<file path="config.mk">
export PLATFORM = sky130hd
export DESIGN_NAME = interval_timer
export DESIGN_NICKNAME = d
export VERILOG_FILES = /design/src/rtl/itmr_pkg.sv /design/src/rtl/itmr_rst_sync.sv /design/src/rtl/itmr_regs.sv /design/src/rtl/itmr_prescaler.sv /design/src/rtl/itmr_tick_count.sv /design/src/rtl/interval_timer.sv
export SDC_FILE = /design/constraint.sdc
export NUM_CORES = 1
export LEC_CHECK = 0
export BUFFER_PORTS_ARGS = -buffer_cell sky130_fd_sc_hd__buf_2
export CELL_PAD_IN_SITES_DETAIL_PLACEMENT = 0
export CELL_PAD_IN_SITES_GLOBAL_PLACEMENT = 1
export CORE_MARGIN = 2
export CORE_UTILIZATION = 46
export DETAILED_ROUTE_END_ITERATION = 8
export GPL_TIMING_DRIVEN = 0
export PLACE_DENSITY_LB_ADDON = 0.1
export RECOVER_POWER = 100
export SLEW_MARGIN = 10
export SYNTH_ARGS = -nofsm -noshare
export SYNTH_HDL_FRONTEND = slang
export SYNTH_SLANG_ARGS = --single-unit
</file>
<file path="constraint.sdc">
create_clock -name clk -period 1.35 [get_ports clk]
set_clock_uncertainty 0.15 [all_clocks]
set_input_delay 0.0675 -clock clk [delete_from_list [all_inputs] [get_ports clk]]
set_output_delay 0.0675 -clock clk [all_outputs]
set_load 0.02 [all_outputs]
</file>
<file path="src/rtl/itmr_pkg.sv">
package itmr_pkg;
  localparam int ADDR_W = 3;
  localparam int REG_W  = 8;
  localparam logic [ADDR_W-1:0] OFS_STATUS   = 3'd2;
  localparam logic [ADDR_W-1:0] OFS_INTERVAL = 3'd3;
  localparam logic [ADDR_W-1:0] OFS_CTRL     = 3'd4;
  localparam int STATUS_FLAG_BIT = 7;
  localparam int CTRL_EN_BIT     = 0;
  localparam logic [REG_W-1:0] INTERVAL_RST = 8'h01;
endpackage

</file>
<file path="src/rtl/itmr_rst_sync.sv">
module itmr_rst_sync #(
  parameter int STAGES = 2
) (
  input  logic clk,
  input  logic rst_n,
  output logic rst_s_n
);
  logic [STAGES-1:0] sync_q;
  logic [STAGES-1:0] sync_d;

  always_comb sync_d = {sync_q[STAGES-2:0], 1'b1};

  always_ff @(posedge clk or negedge rst_n) begin
    if (!rst_n) sync_q <= '0;
    else        sync_q <= sync_d;
  end

  assign rst_s_n = sync_q[STAGES-1];
endmodule

</file>
<file path="src/rtl/itmr_regs.sv">
module itmr_regs
  import itmr_pkg::*;
(
  input  logic              clk,
  input  logic              rst_n,
  input  logic              wr_en,
  input  logic [ADDR_W-1:0] addr,
  input  logic [REG_W-1:0]  wr_data,
  input  logic              flag,
  output logic              en,
  output logic              start,
  output logic              stop,
  output logic [REG_W-1:0]  n_eff,
  output logic [REG_W-1:0]  rd_data
);
  logic [REG_W-1:0] ival_q, ival_d;
  logic             en_q, en_d;
  logic             wr_ival, wr_ctrl;

  always_comb begin
    wr_ival = wr_en && (addr == OFS_INTERVAL);
    wr_ctrl = wr_en && (addr == OFS_CTRL);
    ival_d  = wr_ival ? wr_data : ival_q;
    en_d    = wr_ctrl ? wr_data[CTRL_EN_BIT] : en_q;
    start   = wr_ctrl &&  wr_data[CTRL_EN_BIT] && !en_q;
    stop    = wr_ctrl && !wr_data[CTRL_EN_BIT];
    n_eff   = (ival_q == '0) ? REG_W'(1) : ival_q;
  end

  always_comb begin
    rd_data = '0;
    case (addr)
      OFS_STATUS:   rd_data[STATUS_FLAG_BIT] = flag;
      OFS_INTERVAL: rd_data = ival_q;
      OFS_CTRL:     rd_data[CTRL_EN_BIT] = en_q;
      default:      rd_data = '0;
    endcase
  end

  always_ff @(posedge clk or negedge rst_n) begin
    if (!rst_n) begin
      ival_q <= INTERVAL_RST;
      en_q   <= 1'b0;
    end else begin
      if (wr_ival) ival_q <= ival_d;
      if (wr_ctrl) en_q   <= en_d;
    end
  end

  assign en = en_q;
endmodule

</file>
<file path="src/rtl/itmr_prescaler.sv">
module itmr_prescaler #(
  parameter int CLKS_PER_TICK = 50000,
  localparam int PW = (CLKS_PER_TICK > 1) ? $clog2(CLKS_PER_TICK) : 1
) (
  input  logic          clk,
  input  logic          rst_n,
  input  logic          run,
  input  logic          restart,
  output logic          tick,
  output logic [PW-1:0] pcnt
);
  localparam logic [PW-1:0] LAST = PW'(CLKS_PER_TICK - 1);
  logic [PW-1:0] pcnt_q, pcnt_d;
  logic          pcnt_ce;

  always_comb begin
    tick    = run && (pcnt_q == LAST);
    pcnt_ce = restart || run;
    if (restart)   pcnt_d = '0;
    else if (tick) pcnt_d = '0;
    else           pcnt_d = pcnt_q + PW'(1);
  end

  always_ff @(posedge clk or negedge rst_n) begin
    if (!rst_n)       pcnt_q <= '0;
    else if (pcnt_ce) pcnt_q <= pcnt_d;
  end

  assign pcnt = pcnt_q;
endmodule

</file>
<file path="src/rtl/itmr_tick_count.sv">
module itmr_tick_count
  import itmr_pkg::*;
(
  input  logic             clk,
  input  logic             rst_n,
  input  logic             start,
  input  logic             stop,
  input  logic             tick,
  input  logic [REG_W-1:0] n_eff,
  output logic [REG_W-1:0] cnt,
  output logic             flag
);
  logic [REG_W-1:0] cnt_q, cnt_d;
  logic             flag_q, flag_d;
  logic             ce;

  always_comb begin
    ce     = start || stop || tick;
    cnt_d  = cnt_q;
    flag_d = flag_q;
    if (start || stop) begin
      cnt_d  = '0;
      flag_d = 1'b0;
    end else if (tick) begin
      cnt_d = cnt_q + REG_W'(1);
      if ({1'b0, cnt_q} + 9'd1 >= {1'b0, n_eff}) flag_d = 1'b1;
    end
  end

  always_ff @(posedge clk or negedge rst_n) begin
    if (!rst_n) begin
      cnt_q  <= '0;
      flag_q <= 1'b0;
    end else if (ce) begin
      cnt_q  <= cnt_d;
      flag_q <= flag_d;
    end
  end

  assign cnt  = cnt_q;
  assign flag = flag_q;
endmodule

</file>
<file path="src/rtl/interval_timer.sv">
module interval_timer
  import itmr_pkg::*;
#(
  parameter int CLKS_PER_TICK = 50000
) (
  input  logic              clk,
  input  logic              rst_n,
  input  logic              wr_en,
  input  logic [ADDR_W-1:0] addr,
  input  logic [REG_W-1:0]  wr_data,
  output logic [REG_W-1:0]  rd_data,
  input  logic              tmr_irq_en,
  output logic              tmr_irq
);
  localparam int PW = (CLKS_PER_TICK > 1) ? $clog2(CLKS_PER_TICK) : 1;

  logic             rst_s_n;
  logic             en, start, stop, flag, tick, run;
  logic [REG_W-1:0] n_eff, cnt;
  logic [PW-1:0]    pcnt;

  itmr_rst_sync #(.STAGES(2)) u_rst (
    .clk(clk), .rst_n(rst_n), .rst_s_n(rst_s_n)
  );

  itmr_regs u_regs (
    .clk(clk), .rst_n(rst_s_n), .wr_en(wr_en), .addr(addr),
    .wr_data(wr_data), .flag(flag), .en(en), .start(start),
    .stop(stop), .n_eff(n_eff), .rd_data(rd_data)
  );

  assign run = en && !flag && !stop;

  itmr_prescaler #(.CLKS_PER_TICK(CLKS_PER_TICK)) u_pre (
    .clk(clk), .rst_n(rst_s_n), .run(run), .restart(start),
    .tick(tick), .pcnt(pcnt)
  );

  itmr_tick_count u_cnt (
    .clk(clk), .rst_n(rst_s_n), .start(start), .stop(stop),
    .tick(tick), .n_eff(n_eff), .cnt(cnt), .flag(flag)
  );

  assign tmr_irq = flag && tmr_irq_en;
endmodule

</file>
==> results of run 1 <==
cells by family after synthesis:
| kind of cell | after synthesis | share of synthesized area |
|---|---|---|
| other cells | 1 | 0.00167 |
| mux | 12 | 0.0608 |
| buf+inv | 18 | 0.0357 |
| fa+ha+maj | 10 | 0.0557 |
| compound gates | 52 | 0.158 |
| flops | 36 | 0.402 |
| xor+xnor | 8 | 0.0312 |
| simple gates | 88 | 0.255 |
where the power goes:
part	switching [mW]	internal, mW	total (mW)
Sequential	0.162	1.23	1.39
Combinational	0.476	0.489	0.966
Clock	0.410	0.363	0.773
registers in the layout (all words and copies together) (netlist names):
signal,cells
u_regs.en,1
u_cnt.cnt,8
u_cnt.flag,1
u_pre.pcnt,16
u_regs.ival_q,8
u_rst.sync_q,2
how the worst max path moves through the flow:
stage,endpoint,slack (ps),cells after the start
6_report,u_cnt.flag$_DFFE_PN0P_,-740,10
5_1_grt,u_cnt.flag$_DFFE_PN0P_,-870,10
4_1_cts,u_cnt.flag$_DFFE_PN0P_,-770,9
3_5_place_dp,u_cnt.flag$_DFFE_PN0P_,-840,9
3_3_place_gp,u_cnt.flag$_DFFE_PN0P_,-820,9
2_1_floorplan,u_cnt.flag$_DFFE_PN0P_,-630,9
cell type report:
type                    count  area [um^2]
multi-input cells         173         1570
inverters                  11         41.3
repair buffers             63          467
clock buffers               7         76.3
plain buffers               5         37.5
fillers                   380         1530
well taps                  67         83.8
flip-flops and latches     36          917
clock inverters             1         5.00
stage by stage:
step           std cells  hold WS [ps]  TNS, ps   util  instance area, um^2
2_1_floorplan        225          -378    -8140      -                 2340
3_3_place_gp         314          -297   -25960  0.537                 2540
3_5_place_dp         314          -296   -14260  0.538                 2540
4_1_cts              358           201   -10840  0.641                 3030
5_1_grt              363           209   -13630  0.677                 3200
6_report             363           197   -11780  0.677                 3200
synth_stat cells (2+ instances only):
cell type,number
a211oi_1,3
a21oi_1,10
a31o_2,2
and2_1,9
and3_1,3
and4_1,3
and4bb_2,3
buf_2,3
clkbuf_1,2
dfrtp_1,35
ha_1,10
inv_1,10
mux2_2,10
nand2_1,17
nand2b_1,2
nand3_1,6
nand4_1,9
nor2_1,7
nor4_1,3
nor4bb_1,2
o2111ai_1,2
o211ai_1,5
o21ai_0,9
o21ai_1,2
o31ai_1,9
or2_2,2
or3_1,4
or4_1,7
xnor2_1,4
xor2_1,4
metal layers:
metal	global-route usage	vias to the layer above	wire length, um
met5	0	-	0
met4	0.105	0	105
met3	0.0562	10	204
met2	0.435	45	3240
met1	0.305	1054	2570
li1	-	992	-
timing repair:
item                       4_1_cts  5_1_grt
setup endpoints to repair       28       28
setup buffers                   25        5
hold endpoints to repair         9        0
pin swaps                       16       13
hold buffers                     9        0
gates cloned                     4        0
gates resized for setup         34       29
worst max-delay path, stage by stage, from the launching register on:
cell and delay [ps]:
dfrtp_2 430, ha_4 160, nand4_1 110, buf_4 170, o21ai_2 160, nand2_2 90, ha_4 260, o21ai_2 50
a21oi_2 120, a211oi_2 80, o31ai_1 220
==> flow_metrics.tcl, run 1 <==
set metrics [dict create \
    drv_cap 0 \
    grt_max_degree 35 \
    drt_iter0_markers 74 \
    drt_wl_total_um 6120 \
    insertion_delay_ps 290 \
    grt_pass1_wl_um 10400 \
    critPathKind "flip-flop to flip-flop" \
    hold_viol 0 \
    violations "negative setup slack" \
    layout_min_cycle_time_ps 2090 \
    vias_per_cell 5.79 \
    die_area_um2 5450 \
    synth_nets 250 \
    worstSetupStartpointType "flip-flop" \
    synthesis.area_um2 2240 \
    first_global_vias 2136 \
    r2r_setup_slack_ps -740 \
    grt.total_usage 0.254 \
    synthArstFlopShare 1.00 \
    die_h_um 73.9 \
    tritoncts "done" \
    fin_crit_sh 1.55 \
    syn_avg_cell_area_um2 9.98 \
    hold_class "flip-flop to asynchronous set/reset pin" \
    syn2layout_area_growth_pct 42.5 \
    worst_pin_slew_ps 761 \
    wire_per_inst_um 16.9 \
    r2r-start "u_cnt.cnt[0]$_DFFE_PN0P_" \
    reg2regPathDepth 10 \
    max_freq_ghz 0.478 \
    portBuffers 22 \
    ys_types 58 \
    h-tree-depth 2 \
    setup_violations 27 \
    ant_nets 0 \
    drc 0 \
    cp-end-kind "flip-flop" \
    worstSetupStartpoint "u_cnt.cnt[0]$_DFFE_PN0P_" \
    core_um2 4720 \
    synthCells 225 \
    yosys_register_bits 36 \
    power_mw 3.13 \
    cts_root_buffer "clkbuf_8" \
    layout_commonest_cell "buf_4" \
    ios 24 \
    synth.largest_area_cell "dfrtp_1" \
    vdd_drop_max_v 0.000624 \
    slew_headroom 0.492 \
    layout_common_cells "26 x buf_4, 23 x dfrtp_1, 17 x buf_2, 15 x nand2_1, 12 x dfrtp_2" \
    cellLeakagePower_nw 1.35 \
    dpl_worst_slack_ps -838 \
    cts_buffers 5 \
    path_clk_slew_ps 80 \
    drtPass1Iterations 4 \
    antenna_found_initial 0 \
    setup_ws_ps -743 \
    crit_required_ps 1400 \
    ys_seq_area_frac 0.402 \
    start_util 0.475 \
    power_density_nw_per_um2 978 \
    hpwl_um 3730 \
    n_antenna_cell 0 \
    rsz0062_at_grt "yes" \
    dieWidth_um 73.9 \
    synth_top_area_share 0.390 \
    synth_area_leaders "dfrtp_1 39%, ha_1 5.6%, mux2_2 5.0%" \
    status "finished, violations left" \
    grt_overflow_total 0 \
    yosysWarningCount 0 \
    r2r_end "u_cnt.flag$_DFFE_PN0P_" \
    synthFlopType "dfrtp_1" \
    synth_edf_count 0 \
    crit_fanout 4 \
    nets 320 \
    finalMaxSlewViolations 0 \
    clock_path_buffers 2 \
    crit_arrival_ps 2140 \
    gp_congestion 0.842 \
    rows 25 \
    numClockSinks 36 \
    num_vias 2101 \
    layout-drive-gt1-share 0.486 \
]
Power figures use the tool's default switching activity.
==> run 2: changes to the inputs <==
--- a/config.mk
+++ b/config.mk
@@ -12,7 +12,7 @@
 export CORE_UTILIZATION = 46
 export DETAILED_ROUTE_END_ITERATION = 8
 export GPL_TIMING_DRIVEN = 0
-export PLACE_DENSITY_LB_ADDON = 0.1
+export PLACE_DENSITY_LB_ADDON = 0.12
 export RECOVER_POWER = 100
 export SLEW_MARGIN = 10
 export SYNTH_ARGS = -nofsm -noshare
==> flow_metrics.tcl, run 2 (synthesis results as in run 1) <==
set metrics [dict create \
    status "finished, violations left" \
    violations "negative setup slack" \
    drc 0 \
    antenna_found_initial 0 \
    largest_reg_flops 16 \
    path_clk_slew_ps 80 \
    grt_overflow_total 0 \
    utilization 0.661 \
    drv_cap 0 \
    die_h_um 73.9 \
    wire_per_inst_um 17.4 \
    vias_per_cell 5.79 \
    crit_arrival_ps 2160 \
    core_um2 4720 \
    drt_wl_total_um 6160 \
    worstSetupStartpointType "flip-flop" \
    slew_headroom 0.473 \
    insertion_delay_ps 300 \
    setup_violations 28 \
    rsz0062_at_grt "yes" \
    gp_congestion 0.815 \
    critPathKind "flip-flop to flip-flop" \
    numClockSinks 36 \
    cts_root_buffer "clkbuf_8" \
    ios 24 \
    power_density_nw_per_um2 1040 \
    hold_viol 0 \
    fin_crit_sh 1.57 \
    vdd_drop_max_v 0.000618 \
    h-tree-depth 2 \
    fillers 382 \
    drt_iter0_markers 91 \
    setup_ws_ps -767 \
    first_global_vias 2105 \
    nets 312 \
    hpwl_um 3690 \
    worst_pin_slew_ps 790 \
    grt.total_usage 0.244 \
    layout.cells.non_filler 355 \
    n_antenna_cell 0 \
    layout_common_cells "26 x dfrtp_1, 19 x buf_4, 18 x buf_2, 15 x nand2_1" \
    cp-end-kind "flip-flop" \
    tritoncts "done" \
    hold_class "primary input to flip-flop" \
    portBuffers 22 \
    grt_max_degree 35 \
    cts_buffers 5 \
    start_util 0.475 \
    stdcell_area_um2 3120 \
    max_freq_ghz 0.472 \
    finalMaxSlewViolations 0 \
    dieWidth_um 73.9 \
    die_area_um2 5450 \
    layout_commonest_cell "dfrtp_1" \
    grt_pass1_wl_um 10000 \
    cellLeakagePower_nw 1.33 \
    placed_cells 314 \
    clock_path_buffers 2 \
    layout-drive-gt1-share 0.455 \
    syn2layout_area_growth_pct 39.0 \
    crit_fanout 3 \
    r2r_setup_slack_ps -770 \
    layout_min_cycle_time_ps 2120 \
    place_area_um2 2540 \
    ant_nets 0 \
    num_vias 2056 \
    hold-worst-slack_ps 184 \
    crit_required_ps 1390 \
    drtPass1Iterations 4 \
    rows 25 \
]
## run 2: changes by cell type in the layout (fill, tap and decap cells not counted), sizes merged
cell	change
mux2i	-1
bufinv	+1
clkbuf	-2
buf	-6
## run 2: path summary, 6_finish.rpt
path,startpoint,endpoint,cells past startpoint
min in group asynchronous,u_rst.sync_q[1]$_DFF_PN0_,u_pre.pcnt[6]$_DFFE_PN0P_,0
hold reg to reg,u_rst.sync_q[1]$_DFF_PN0_,u_pre.pcnt[6]$_DFFE_PN0P_,0
setup / recovery,u_cnt.cnt[1]$_DFFE_PN0P_,u_cnt.flag$_DFFE_PN0P_,9
max in group asynchronous,u_rst.sync_q[1]$_DFF_PN0_,u_regs.en$_DFFE_PN0P_,0
setup reg to reg,u_cnt.cnt[1]$_DFFE_PN0P_,u_cnt.flag$_DFFE_PN0P_,9
hold / removal,wr_data[0],u_regs.ival_q[0]$_DFFE_PN1P_,2
## run 2: final cells by class
class,instances,area [um^2],area share
Multi-Input combinational cell,172,1510,0.483
Timing Repair Buffer,55,409,0.131
Buffer,6,55.1,0.0176
Clock buffer,6,72.6,0.0233
Inverter,11,43.8,0.0140
Tap cell,67,83.8,0.0269
Clock inverter,2,35.0,0.0112
Sequential cell,36,913,0.293
## run 2: power breakdown
part	internal (mW)	switching, mW	leakage [nW]
Clock	0.549	0.434	0.0552
Combinational	0.434	0.429	0.816
Sequential	1.23	0.165	0.458
## run 2: per-layer routing
layer  part of all wire  global-route usage  vias up
met3              0.026              0.0384       11
met1               0.43               0.298     1031
met4              0.020               0.119        0
met2               0.53               0.417       41
met5                  0                   0        -
li1                   -                   -      973
## run 2: metrics by stage
stage,power (mW),setup WS (ps),setup TNS (ps)
floorplan,1.83,-631,-8140
global placement,2.01,-834,-26880
detailed placement,2.02,-843,-14520
CTS,3.17,-766,-10240
global route,3.40,-895,-13470
finish,3.24,-767,-11100
## run 2: what timing repair did
| item | 4_1_cts | 5_1_grt |
|---|---|---|
| resized for setup | 31 | 26 |
| hold buffers | 9 | 0 |
| cloned | 2 | 0 |
| endpoints found under the hold margin | 9 | 0 |
| pin swaps | 10 | 9 |
| setup endpoints to repair | 28 | 35 |
| buffers inserted | 23 | 1 |
## run 2: worst max-delay path, stage by stage, from the launching register on
cell	delay [ps]
dfrtp_1	410
ha_2	210
nand4_1	140
or3_4	420
nand2_4	80
ha_4	190
o21ai_2	60
a21oi_2	50
a211oi_2	220
o31ai_1	80
